File: src/rtl/jmux_pkg.sv
package jmux_pkg;

    localparam int N_TRIB     = 4;
    localparam int TRIB_W     = $clog2(N_TRIB);
    localparam int SET_BITS   = 212;
    localparam int N_SETS     = 4;
    localparam int SET_W      = $clog2(N_SETS);
    localparam int IDX_W      = $clog2(SET_BITS);
    localparam int FAW_LEN    = 10;
    localparam int SVC_LEN    = 2;
    localparam logic [FAW_LEN-1:0] FAW_WORD = 10'b1111010000;
    localparam int BUF_DEPTH  = 16;

    typedef enum logic [2:0] {
        SK_FAW,
        SK_SVC,
        SK_CTRL,
        SK_OPP,
        SK_PAY
    } slot_kind_e;

    typedef struct packed {
        slot_kind_e          kind;
        logic [TRIB_W-1:0]   trib;
        logic                faw;
    } slot_t;

    function automatic slot_t classify(input logic [SET_W-1:0] set_i,
                                       input logic [IDX_W-1:0] idx_i);
        slot_t s;
        s.kind = SK_PAY;
        s.trib = idx_i[TRIB_W-1:0];
        s.faw  = 1'b0;
        if (set_i == '0) begin
            if (idx_i < IDX_W'(FAW_LEN)) begin
                s.kind = SK_FAW;
                s.faw  = FAW_WORD[(FAW_LEN-1) - int'(idx_i)];
            end else if (idx_i < IDX_W'(FAW_LEN + SVC_LEN)) begin
                s.kind = SK_SVC;
            end
        end else if (idx_i < IDX_W'(N_TRIB)) begin
            s.kind = SK_CTRL;
        end else if (set_i == SET_W'(N_SETS - 1) && idx_i < IDX_W'(2 * N_TRIB)) begin
            s.kind = SK_OPP;
        end
        return s;
    endfunction

endpackage

File: src/rtl/jmux_elastic.sv
module jmux_elastic #(
    parameter  int DEPTH = 16,
    localparam int AW    = $clog2(DEPTH),
    localparam int FW    = AW + 1
) (
    input  logic          clk,
    input  logic          rst,
    input  logic          wr_en,
    input  logic          wr_bit,
    input  logic          rd_en,
    output logic          rd_bit,
    output logic [FW-1:0] fill,
    output logic          ovf,
    output logic          unf
);

    logic [DEPTH-1:0] mem;
    logic [FW-1:0]    wp, rp;
    logic             full, empty, do_rd, do_wr;

    assign fill   = wp - rp;
    assign full   = (fill == FW'(DEPTH));
    assign empty  = (fill == '0);
    assign do_rd  = rd_en && !empty;
    assign do_wr  = wr_en && (!full || do_rd);
    assign rd_bit = empty ? 1'b0 : mem[rp[AW-1:0]];

    always_ff @(posedge clk) begin
        if (rst) begin
            mem <= '0;
            wp  <= FW'(DEPTH / 2);
            rp  <= '0;
            ovf <= 1'b0;
            unf <= 1'b0;
        end else begin
            if (do_wr) begin
                mem[wp[AW-1:0]] <= wr_bit;
                wp <= wp + 1'b1;
            end
            if (do_rd) rp <= rp + 1'b1;
            ovf <= ovf | (wr_en && full && !do_rd);
            unf <= unf | (rd_en && empty);
        end
    end

    AST_FILL_BOUND: assert property (@(posedge clk) disable iff (rst)
        fill <= FW'(DEPTH));
    AST_OVF_STICKY: assert property (@(posedge clk) disable iff (rst)
        ovf |=> ovf);
    AST_UNF_STICKY: assert property (@(posedge clk) disable iff (rst)
        unf |=> unf);
    AST_DROP_WHEN_FULL: assert property (@(posedge clk) disable iff (rst)
        wr_en && full && !rd_en |=> fill == FW'(DEPTH));

endmodule

File: src/rtl/jmux_framer.sv
module jmux_framer
    import jmux_pkg::*;
(
    input  logic             clk,
    input  logic             rst,
    input  logic             adv,
    output logic [SET_W-1:0] set_idx,
    output logic [IDX_W-1:0] bit_idx,
    output logic             first
);

    logic last_bit, last_set;

    assign last_bit = (bit_idx == IDX_W'(SET_BITS - 1));
    assign last_set = (set_idx == SET_W'(N_SETS - 1));
    assign first    = (bit_idx == '0) && (set_idx == '0);

    always_ff @(posedge clk) begin
        if (rst) begin
            set_idx <= '0;
            bit_idx <= '0;
        end else if (adv) begin
            if (last_bit) begin
                bit_idx <= '0;
                set_idx <= last_set ? '0 : set_idx + 1'b1;
            end else begin
                bit_idx <= bit_idx + 1'b1;
            end
        end
    end

    AST_FRAME_WRAP: assert property (@(posedge clk) disable iff (rst)
        adv && last_bit && last_set |=> first);

endmodule

File: src/rtl/jmux_stuffctl.sv
module jmux_stuffctl #(
    parameter  int NT    = 4,
    parameter  int DEPTH = 16,
    localparam int FW    = $clog2(DEPTH) + 1
) (
    input  logic                   clk,
    input  logic                   rst,
    input  logic                   decide,
    input  logic [NT-1:0][FW-1:0]  fill_i,
    output logic [NT-1:0]          stuff
);

    for (genvar g = 0; g < NT; g++) begin : g_dec
        always_ff @(posedge clk) begin
            if (rst)         stuff[g] <= 1'b0;
            else if (decide) stuff[g] <= (fill_i[g] < FW'(DEPTH / 2));
        end
    end

    AST_STUFF_STABLE: assert property (@(posedge clk) disable iff (rst)
        !decide |=> $stable(stuff));

endmodule

File: src/rtl/jmux_top.sv
module jmux_top
    import jmux_pkg::*;
#(
    parameter  int DEPTH = BUF_DEPTH,
    localparam int FW    = $clog2(DEPTH) + 1
) (
    input  logic              clk,
    input  logic              rst,
    input  logic [N_TRIB-1:0] trib_en,
    input  logic [N_TRIB-1:0] trib_bit,
    input  logic              out_en,
    output logic              ser_out,
    output logic              frame_start,
    output logic [N_TRIB-1:0] ovf_err,
    output logic [N_TRIB-1:0] unf_err
);

    logic [SET_W-1:0]            set_idx;
    logic [IDX_W-1:0]            bit_idx;
    logic                        first;
    logic [N_TRIB-1:0][FW-1:0]   fill;
    logic [N_TRIB-1:0]           ren, rbit, stuff;
    slot_t                       slot;
    logic                        nbit;

    jmux_framer u_framer (
        .clk(clk), .rst(rst), .adv(out_en),
        .set_idx(set_idx), .bit_idx(bit_idx), .first(first)
    );

    jmux_stuffctl #(.NT(N_TRIB), .DEPTH(DEPTH)) u_stuff (
        .clk(clk), .rst(rst), .decide(out_en && first),
        .fill_i(fill), .stuff(stuff)
    );

    assign slot = classify(set_idx, bit_idx);

    for (genvar g = 0; g < N_TRIB; g++) begin : g_trib
        assign ren[g] = out_en && (slot.trib == TRIB_W'(g)) &&
                        ((slot.kind == SK_PAY) || (slot.kind == SK_OPP && !stuff[g]));
        jmux_elastic #(.DEPTH(DEPTH)) u_buf (
            .clk(clk), .rst(rst),
            .wr_en(trib_en[g]), .wr_bit(trib_bit[g]),
            .rd_en(ren[g]), .rd_bit(rbit[g]),
            .fill(fill[g]), .ovf(ovf_err[g]), .unf(unf_err[g])
        );
    end

    always_comb begin
        unique case (slot.kind)
            SK_FAW:  nbit = slot.faw;
            SK_SVC:  nbit = 1'b0;
            SK_CTRL: nbit = stuff[slot.trib];
            SK_OPP:  nbit = stuff[slot.trib] ? 1'b0 : rbit[slot.trib];
            default: nbit = rbit[slot.trib];
        endcase
    end

    always_ff @(posedge clk) begin
        if (rst) begin
            ser_out     <= 1'b0;
            frame_start <= 1'b0;
        end else begin
            frame_start <= out_en && first;
            if (out_en) ser_out <= nbit;
        end
    end

    AST_HOLD_IDLE: assert property (@(posedge clk) disable iff (rst)
        !out_en |=> $stable(ser_out) && !frame_start);
    AST_FAW_LEAD: assert property (@(posedge clk) disable iff (rst)
        frame_start |-> ser_out);
    AST_ONE_READ: assert property (@(posedge clk) disable iff (rst)
        $onehot0(ren));
    AST_STUFF_NO_READ: assert property (@(posedge clk) disable iff (rst)
        out_en && slot.kind == SK_OPP && stuff[slot.trib] |-> ren == '0);

endmodule

File: config.mk
export PLATFORM = sky130hd
export DESIGN_NAME = jmux_top
export DESIGN_NICKNAME = d
export VERILOG_FILES = /design/src/rtl/jmux_pkg.sv /design/src/rtl/jmux_elastic.sv /design/src/rtl/jmux_framer.sv /design/src/rtl/jmux_stuffctl.sv /design/src/rtl/jmux_top.sv
export SDC_FILE = /design/constraint.sdc
export NUM_CORES = 1
export LEC_CHECK = 0
export BUFFER_PORTS_ARGS = -buffer_cell sky130_fd_sc_hd__clkbuf_2
export CORE_AREA = 2 2 138 140
export DETAILED_ROUTE_END_ITERATION = 8
export DIE_AREA = 0 0 140 142
export PLACE_DENSITY = 0.6
export SYNTH_ARGS = -nofsm -noshare
export SYNTH_HDL_FRONTEND = slang
export SYNTH_HIERARCHICAL = 1
export SYNTH_SLANG_ARGS = --single-unit
File: constraint.sdc
create_clock -name clk -period 7.35 [get_ports clk]
set_clock_uncertainty 0.2 [all_clocks]
set_input_delay 0.3675 -clock clk [delete_from_list [all_inputs] [get_ports clk]]
set_output_delay 0.3675 -clock clk [all_outputs]
set_load 0.005 [all_outputs]
==> impl_metrics.tcl, run 1 <==
set metrics [dict create \
    period_share_pct 57.2 \
    seqPwrFrac_pct 41.9 \
    power.share.clock_pct 50.5 \
    power_w 0.00172 \
    yosysWarnings 6 \
    area.growth.synth_to_final_pct 9.71 \
    die_h_um 142 \
    grt_pass1_wl_um 28800 \
    die_x_um 140 \
    rrSetupSlack_ps 3140 \
    cts_root_buf "clkbuf_16" \
    hold_viol_final 0 \
    diodes 0 \
    grt-ovfl-total 0 \
    fill_cells 1807 \
    status "finished clean" \
    cell_internal_pwr_w 0.00129 \
    crit_required_ps 7460 \
    max_cap_violations 0 \
    dr_total_vias 6203 \
    min-delay-start "rst" \
    firstDrtPassIters 7 \
    dieArea_um2 19900 \
    clkLatencyLatePin_ps 430 \
    hpwl_um 11900 \
    netSwitchingPower_w 0.000429 \
    avgRoutedWirePerCell_um 14.7 \
    antenna_found_initial 0 \
    io_pins 21 \
    tns_ps 0 \
    ant_nets 0 \
    portBuffers 20 \
    power.leakage_nw 3.71 \
    cts_tree "yes" \
    post_cts.repair.setup_buffers 0 \
    worstRegToRegCells 9 \
    grt_pass1_vias 5823 \
    nets 962 \
    drt_iter0_markers 335 \
    power.share.switching_pct 24.9 \
    rsz0062_at_grt "false" \
    netlist_area_um2 8050 \
    setup-violations-final 0 \
    grt_use_total_pct 17.8 \
    drc 0 \
    synthCells 914 \
    start_util_pct 43.6 \
    powerDensity_nw_per_um2 195 \
    startpoint_type "flip-flop" \
    routabilityCongestion 0.785 \
    num_rows 50 \
    r2r_end "g_trib[0].u_buf/wp[4]" \
    grt_start_max_net_pins 48 \
    synth_nets 971 \
    max-clock-path-buffers 2 \
    fmax_ghz 0.238 \
    avgSynthCellArea_um2 8.81 \
    arrival_ps 4320 \
    crit_path_end_kind "flip-flop" \
    relSlewSlack_pct 21.0 \
    slew_violations 0 \
    crit_type "flip-flop to flip-flop" \
    ctsResizeCount 0 \
    vias_per_cell 5.38 \
    worstMarginPinSlew_ps 1150 \
    hold_depth 2 \
    hold_buffers 0 \
    ir_drop_uv 168 \
    power_frac_comb_pct 7.6 \
    cts_made_buffers 17 \
    drive_gt1_share_pct 12.7 \
    core_um2 18500 \
    drt-total-wl_um 16900 \
    clk_pin_slew_worst_paths_ps 60 \
    htree_levels 4 \
    holdWs_ps 86.7 \
    min_to "g_trib[2].u_buf/ovf" \
    cts_num_sinks 128 \
    crit_path_max_fanout 16 \
    hold_class "primary input to flip-flop" \
    min_period_ps 4210 \
    r2r-start "u_framer/bit_idx[4]" \
]
worst max-delay path, cell delays in order, from the launching register on:
cell     delay, ps
dfxtp_1        370
or4_4          580
nor2_2         140
nand4_1        210
o21ba_2        270
nor4_1         810
nor2b_1        140
mux2i_1        850
o21ai_1        220
mux2_2         320
through the flow:
stage          worst slack, ps  instance area [um2]  util, %  instances
4_1_cts                   3230                 8830     47.9       1152
5_1_grt                   2860                 8830     47.9       1152
3_3_place_gp              3350                 8230     44.6       1120
3_5_place_dp              3270                 8230     44.6       1120
6_report                  3140                 8830     47.9       1152
2_1_floorplan             4130                 8050        -        914
metal layers:
layer  up-vias  share of wire (%)  global-route usage [%]
met5         -                  0                       0
met4         0                1.2                    5.48
met1      2954                 50                    24.0
met2        78                 46                    29.2
met3        16                2.4                    3.40
li1       3155                  -                       -
power groups by stage:
| stage | clock, W | combinational (W) | sequential [W] |
|---|---|---|---|
| global placement | 0 | 0.000132 | 0.000737 |
| global route | 0.000921 | 0.000151 | 0.000723 |
| floorplan | 0 | 0.000108 | 0.000730 |
| CTS | 0.000890 | 0.000133 | 0.000721 |
| detailed placement | 0 | 0.000132 | 0.000737 |
| finish | 0.000870 | 0.000132 | 0.000722 |
layout make-up:
cell class / instances / area [um2] / area share (%)
timing repair buffer: 22 / 115 / 1.30
inverter: 38 / 143 / 1.61
clock inverter: 13 / 163 / 1.84
sequential: 128 / 2560 / 29.0
clock buffer: 19 / 443 / 5.01
multi-input combinational: 698 / 5110 / 57.9
tap: 234 / 293 / 3.31
cells in the final DEF, fill, tap and decap left out, drive strengths merged, types with 4 or more instances in the layout:
| cell type | instances |
|---|---|
| nand3 | 8 |
| nor2b | 25 |
| o21ai | 70 |
| dfxtp | 128 |
| xor2 | 11 |
| clkinvlp | 6 |
| a31oi | 8 |
| mux2 | 33 |
| a21boi | 12 |
| inv | 39 |
| nand4 | 13 |
| a211oi | 4 |
| clkbuf | 38 |
| mux2i | 82 |
| and4bb | 4 |
| a2111oi | 4 |
| nand2 | 119 |
| nor2 | 123 |
| a21oi | 29 |
| nand2b | 16 |
| nand3b | 8 |
| o2bb2ai | 4 |
| mux4 | 22 |
| or2 | 4 |
| fa | 4 |
| or3b | 4 |
| xnor2 | 10 |
| nor3 | 19 |
| ha | 42 |
| or3 | 4 |
sequential cells by signal, summed over array words and instances, names as in the netlist:
| name | flops |
|---|---|
| u_framer/set_idx | 2 |
| g_trib.u_buf/wp | 20 |
| frame_start | 1 |
| g_trib.u_buf/ovf | 4 |
| u_framer/bit_idx | 8 |
| g_trib.u_buf/unf | 4 |
| ser_out | 1 |
| u_stuff/stuff | 4 |
| g_trib.u_buf/rp | 20 |
| g_trib.u_buf/mem | 64 |
how the worst max path moves through the flow:
stage          slack (ps)               endpoint                   from
5_1_grt              2860  g_trib[0].u_buf/wp[4]    u_framer/bit_idx[4]
3_5_place_dp         3270  g_trib[2].u_buf/wp[4]    u_framer/bit_idx[4]
4_1_cts              3230  g_trib[0].u_buf/wp[4]    u_framer/bit_idx[4]
6_report             3140  g_trib[0].u_buf/wp[4]    u_framer/bit_idx[4]
3_3_place_gp         3350  g_trib[0].u_buf/wp[4]    u_framer/bit_idx[4]
2_1_floorplan        4130                ser_out  g_trib[1].u_buf/wp[0]
Power figures use the tool's default switching activity.
==> run 2: changes to the inputs <==
Clock period 7.35 ns to 4 ns, I/O delays scaled along.
==> run 2 against run 1 <==
Against the previous run:
- the flow now finishes with violations (DRC)
- critical path depth up 2
- die area unchanged
- total power up 96%
- sequential share of layout area down 0.89 points
- wire length down 0.40%
- final cell count up 2.3%
- sequential power up 83%
- highest routed layer unchanged
==> impl_metrics.tcl, run 2 (synthesis results as in run 1) <==
set metrics [dict create \
    status "finished, violations left" \
    violations "DRC" \
    avgRoutedWirePerCell_um 14.3 \
    hold_buffers 6 \
    die_h_um 142 \
    crit_buf_inv 1 \
    crit_required_ps 4100 \
    seqCellArea_um2 2560 \
    min-delay-start "out_en" \
    cts_made_buffers 17 \
    crit_chain "inv_1 -> ha_1 -> fa_1 -> nand2b_1 -> o2bb2ai_1 -> xor2_2 -> a21boi_0 -> mux4_1 -> a221oi_1 -> a311o_1 -> a21oi_2" \
    grt_pass1_vias 5995 \
    cts_num_sinks 128 \
    crit_path_end_kind "flip-flop" \
    htree_levels 4 \
    fin_cells 1178 \
    drt-total-wl_um 16800 \
    grt-ovfl-total 0 \
    max-clock-path-buffers 2 \
    holdWs_ps 37.4 \
    power.leakage_nw 3.89 \
    power.share.switching_pct 23.4 \
    seqPwrFrac_pct 39.2 \
    multi_input_comb_area_um2 5110 \
    netSwitchingPower_w 0.000790 \
    diodes 0 \
    cpLargestDelayFamily "compound AO/OA/AOI/OAI gates" \
    slew_violations 0 \
    r2r-start "g_trib[3].u_buf/wp[0]" \
    die_x_um 140 \
    hold_class "primary input to flip-flop" \
    hpwl_um 12100 \
    num_rows 50 \
    arrival_ps 3680 \
    ctsResizeCount 0 \
    period_share_pct 89.4 \
    nets 988 \
    largest_reg_flops 64 \
    cell_internal_pwr_w 0.00259 \
    crit_path_max_fanout 7 \
    crit_type "flip-flop to flip-flop" \
    drc 2 \
    dp.cells 1140 \
    antenna_found_initial 0 \
    reg_top3 "g_trib.u_buf/mem: 64 flops, g_trib.u_buf/rp: 20 flops, g_trib.u_buf/wp: 20 flops" \
    dieArea_um2 19900 \
    clkLatencyLatePin_ps 420 \
    setup-violations-final 0 \
    cts_tree "yes" \
    drt_iter0_markers 406 \
    cp_slowest_cell "mux4_1" \
    ant_nets 0 \
    portBuffers 20 \
    slowest_delay_ps 560 \
    power_frac_comb_pct 7.7 \
    post_cts.repair.setup_buffers 0 \
    firstDrtPassIters 6 \
    routabilityCongestion 0.795 \
    final_common_cell "dfxtp_1" \
    grt_use_total_pct 17.8 \
    power.share.clock_pct 53.1 \
    hold_viol_final 0 \
    start_util_pct 43.6 \
    startpoint_type "flip-flop" \
    tns_ps 0 \
    cts_root_buf "clkbuf_16" \
    worstMarginPinSlew_ps 682 \
    grt_pass1_wl_um 28900 \
    startpoint "g_trib[3].u_buf/wp[0]" \
    largest_register "g_trib.u_buf/mem" \
    powerDensity_nw_per_um2 370 \
    grt_start_max_net_pins 33 \
    fill_cells 1721 \
    max_cap_violations 0 \
    clk_pin_slew_worst_paths_ps 60 \
    rsz0062_at_grt "false" \
    io_pins 21 \
    relSlewSlack_pct 53.3 \
    drive_gt1_share_pct 14.5 \
    mostFrequentLayoutCells "128 x dfxtp_1, 122 x nor2_1, 119 x nand2_1" \
    ir_drop_uv 294 \
    core_um2 18500 \
    min_period_ps 3580 \
    dr_total_vias 6300 \
    area.growth.synth_to_final_pct 13.2 \
    vias_per_cell 5.35 \
    fmax_ghz 0.280 \
]
## run 2: cell count changes in the layout (fill, tap and decap cells not counted), sizes merged
cell         change
clkinvlp         -5
dlygate4sd3      +6
buf             +20
bufinv           +3
inv              +1
clkinv           +1
## run 2: through the flow
step / power [W] / setup WS (ps) / cell area, um2 / utilization [%]
after floorplan: 0.00154 / 780 / 8050 / -
after global placement: 0.00161 / 547 / 8380 / 45.4
after detailed placement: 0.00161 / 434 / 8380 / 45.4
after CTS: 0.00342 / 403 / 9110 / 49.4
after global routing: 0.00352 / 174 / 9110 / 49.4
final: 0.00338 / 423 / 9110 / 49.4
## run 2: worst paths after layout
check | endpoint | slack, ps | cells after the start
setup reg to reg | ser_out | 420 | 11
hold / removal | u_framer/bit_idx[1] | 40 | 3
setup / recovery | ser_out | 420 | 11
hold reg to reg | g_trib[2].u_buf/mem[15] | 260 | 2
## run 2: final cells by class
class,instances,area share [%]
multi-input combinational,698,56.1
sequential,128,28.1
clock buffer,19,4.86
timing repair buffer,48,3.57
tap,234,3.21
clock inverter,13,2.55
inverter,38,1.57
## run 2: worst min-delay path, delay by kind of cell
family,cells,cell delay [ps]
mux,1,110
simple gates,1,70
buf+inv,1,240
## run 2: power by group through the flow
stage                     Sequential (W)  Combinational, W  Clock [W]
final                            0.00132          0.000261    0.00179
after global routing             0.00133          0.000298    0.00189
after CTS                        0.00132          0.000264    0.00184
after detailed placement         0.00135          0.000258          0
after global placement           0.00135          0.000257          0
after floorplan                  0.00134          0.000198          0
## run 2: routing by layer
layer | up-vias | GRT usage, % | routed length (um)
met5 | - | 0 | 0
met3 | 21 | 3.57 | 493
met4 | 0 | 6.65 | 293
met1 | 2984 | 24.1 | 8470
met2 | 82 | 28.3 | 7570
li1 | 3213 | - | -
==> run 3: changes to the inputs <==
Settings changed: BUFFER_PORTS_ARGS -buffer_cell sky130_fd_sc_hd__clkbuf_2 to unset, DONT_BUFFER_PORTS set to 1, PLACE_DENSITY 0.6 to 0.59.
==> run 3 against run 2 <==
Against the previous run:
- the flow now finishes without violations
- critical path depth stayed put
- via count is 1.4% lower
- sequential power hardly changed
- die area stayed put
- critical path type unchanged
- critical endpoint unchanged
- largest cell class unchanged
- highest routed layer unchanged
==> impl_metrics.tcl, run 3 (synthesis results as in run 1) <==
set metrics [dict create \
    largest_register "g_trib.u_buf/mem" \
    post_dp_cell_area_um2 8230 \
    cts_tree "yes" \
    drt-total-wl_um 17100 \
    grt_start_max_net_pins 83 \
    netSwitchingPower_w 0.000783 \
    powerDensity_nw_per_um2 347 \
    hold_depth 4 \
    avgRoutedWirePerCell_um 14.8 \
    clkLatencyLatePin_ps 420 \
    relSlewSlack_pct 56.2 \
    max-clock-path-buffers 2 \
    dr_total_vias 6212 \
    ctsResizeCount 0 \
    portBuffers 0 \
    drc 0 \
    r2r-start "g_trib[2].u_buf/wp[0]" \
    mostFrequentLayoutCells "128 x dfxtp_1, 122 x nor2_1, 119 x nand2_1" \
    fin_util_pct 48.4 \
    fmax_ghz 0.279 \
    grt_pass1_vias 5705 \
    hpwl_um 11800 \
    ant_nets 0 \
    hold_class "primary input to flip-flop" \
    r2r_end "ser_out" \
    cts_made_buffers 17 \
    die_x_um 140 \
    seqPwrFrac_pct 42.8 \
    clk_pin_slew_worst_paths_ps 60 \
    drt_iter0_markers 340 \
    period_share_pct 89.7 \
    dieArea_um2 19900 \
    largest_reg_flops 64 \
    drive_gt1_share_pct 12.0 \
    antenna_found_initial 0 \
    tns_ps 0 \
    vias_per_cell 5.37 \
    diodes 0 \
    die_h_um 142 \
    num_rows 50 \
    arrival_ps 3690 \
    crit_path_max_fanout 7 \
    cell_internal_pwr_w 0.00231 \
    ir_drop_uv 300 \
    finalInstanceArea_um2 8920 \
    wl_met2_um 7760 \
    routabilityCongestion 0.813 \
    wl_met3_um 513 \
    top_layer "met4" \
    nets 966 \
    startpoint_type "flip-flop" \
    start_util_pct 43.6 \
    io_pins 21 \
    crit_path_end_kind "flip-flop" \
    grt_use_total_pct 17.8 \
    min_period_ps 3590 \
    cts_num_sinks 128 \
    power_frac_comb_pct 8.3 \
    crit_chain "inv_1 -> ha_1 -> fa_1 -> nand2b_1 -> o2bb2ai_1 -> xor2_2 -> a21boi_0 -> mux4_1 -> a221oi_1 -> a311o_1 -> a21oi_2" \
    place_ws_ps 480 \
    cp_slowest_cell "mux4_1" \
    cts_root_buf "clkbuf_16" \
    power.leakage_nw 3.74 \
    hold_viol_final 0 \
    worstMarginPinSlew_ps 656 \
    crit_required_ps 4100 \
    core_um2 18500 \
    area.growth.synth_to_final_pct 10.8 \
    worstRegToRegCells 11 \
    wl_met1_um 8620 \
    max_cap_violations 0 \
    status "finished clean" \
    setup-violations-final 0 \
    power.share.switching_pct 25.3 \
    rrSetupSlack_ps 410 \
    cpLargestDelayFamily "compound AO/OA/AOI/OAI gates" \
    crit_buf_inv 1 \
    fill_cells 1748 \
    min-delay-start "trib_en[1]" \
    power.share.clock_pct 48.9 \
    final_common_cell "dfxtp_1" \
    htree_levels 4 \
    reg_top3 "g_trib.u_buf/mem: 64 flops, g_trib.u_buf/rp: 20 flops, g_trib.u_buf/wp: 20 flops" \
    grt_pass1_wl_um 28600 \
    firstDrtPassIters 6 \
    slew_violations 0 \
    grt-ovfl-total 0 \
    rsz0062_at_grt "false" \
    crit_type "flip-flop to flip-flop" \
    min_to "g_trib[1].u_buf/mem[3]" \
    worst_slack_ps 411 \
    slowest_delay_ps 580 \
]
-- run 3: cell count changes in the layout (fill, tap and decap cells not counted), sizes merged --
cell	change
clkbuf	-19
buf	-6
bufinv	-4
clkinvlp	+3
dlygate4sd3	+3
clkinv	+2
inv	-1
-- run 3: per-layer routing --
layer  track usage (%)  vias to the layer above
met5                 0                        -
met4              5.79                        0
met3              3.84                       16
met2              28.1                       68
met1              24.6                     2959
li1                  -                     3169
-- run 3: metrics by stage --
| stage | power (W) | std cells | hold WS (ps) |
|---|---|---|---|
| final | 0.00309 | 1156 | 28.1 |
| after global routing | 0.00323 | 1156 | 48.3 |
| after CTS | 0.00313 | 1156 | 1.52 |
| after detailed placement | 0.00158 | 1114 | 78.7 |
| after global placement | 0.00158 | 1114 | 77.1 |
| after floorplan | 0.00154 | 914 | 62.4 |
-- run 3: power by group through the flow --
| stage | Clock (W) | Sequential, W | Combinational (W) |
|---|---|---|---|
| finish | 0.00151 | 0.00133 | 0.000256 |
| global route | 0.00161 | 0.00133 | 0.000288 |
| CTS | 0.00155 | 0.00132 | 0.000257 |
| detailed placement | 0 | 0.00135 | 0.000229 |
| global placement | 0 | 0.00135 | 0.000229 |
| floorplan | 0 | 0.00134 | 0.000198 |
-- run 3: how the worst max path moves through the flow --
| stage | start | to | slack [ps] | depth (start not counted) |
|---|---|---|---|---|
| 2_1_floorplan | g_trib[1].u_buf/wp[0] | ser_out | 780 | 11 |
| 3_3_place_gp | g_trib[1].u_buf/wp[0] | ser_out | 560 | 11 |
| 3_5_place_dp | g_trib[1].u_buf/wp[0] | ser_out | 480 | 11 |
| 4_1_cts | g_trib[1].u_buf/wp[0] | ser_out | 460 | 11 |
| 5_1_grt | g_trib[0].u_buf/wp[0] | ser_out | 190 | 11 |
| 6_report | g_trib[2].u_buf/wp[0] | ser_out | 410 | 11 |
-- run 3: timing repair --
item,CTS,global route
setup buffers,0,0
hold buffers,10,0
hold endpoints to repair,103,0
endpoints found under the setup margin,0,0
-- run 3: layout make-up --
| cell class | instances | area, um2 | share of cell area [%] |
|---|---|---|---|
| inverters | 38 | 143 | 1.60 |
| clock inverters | 13 | 140 | 1.57 |
| clock buffers | 19 | 433 | 4.85 |
| well taps | 234 | 293 | 3.28 |
| flip-flops and latches | 128 | 2560 | 28.7 |
| repair buffers | 26 | 238 | 2.66 |
| multi-input cells | 698 | 5110 | 57.3 |
-- run 3: tightest hold or removal path: cells and delay by family --
kind | cells | cell delay (ps)
and+or+nand+nor | 2 | 220
AOI/OAI and AO/OA | 1 | 100
muxes | 1 | 80
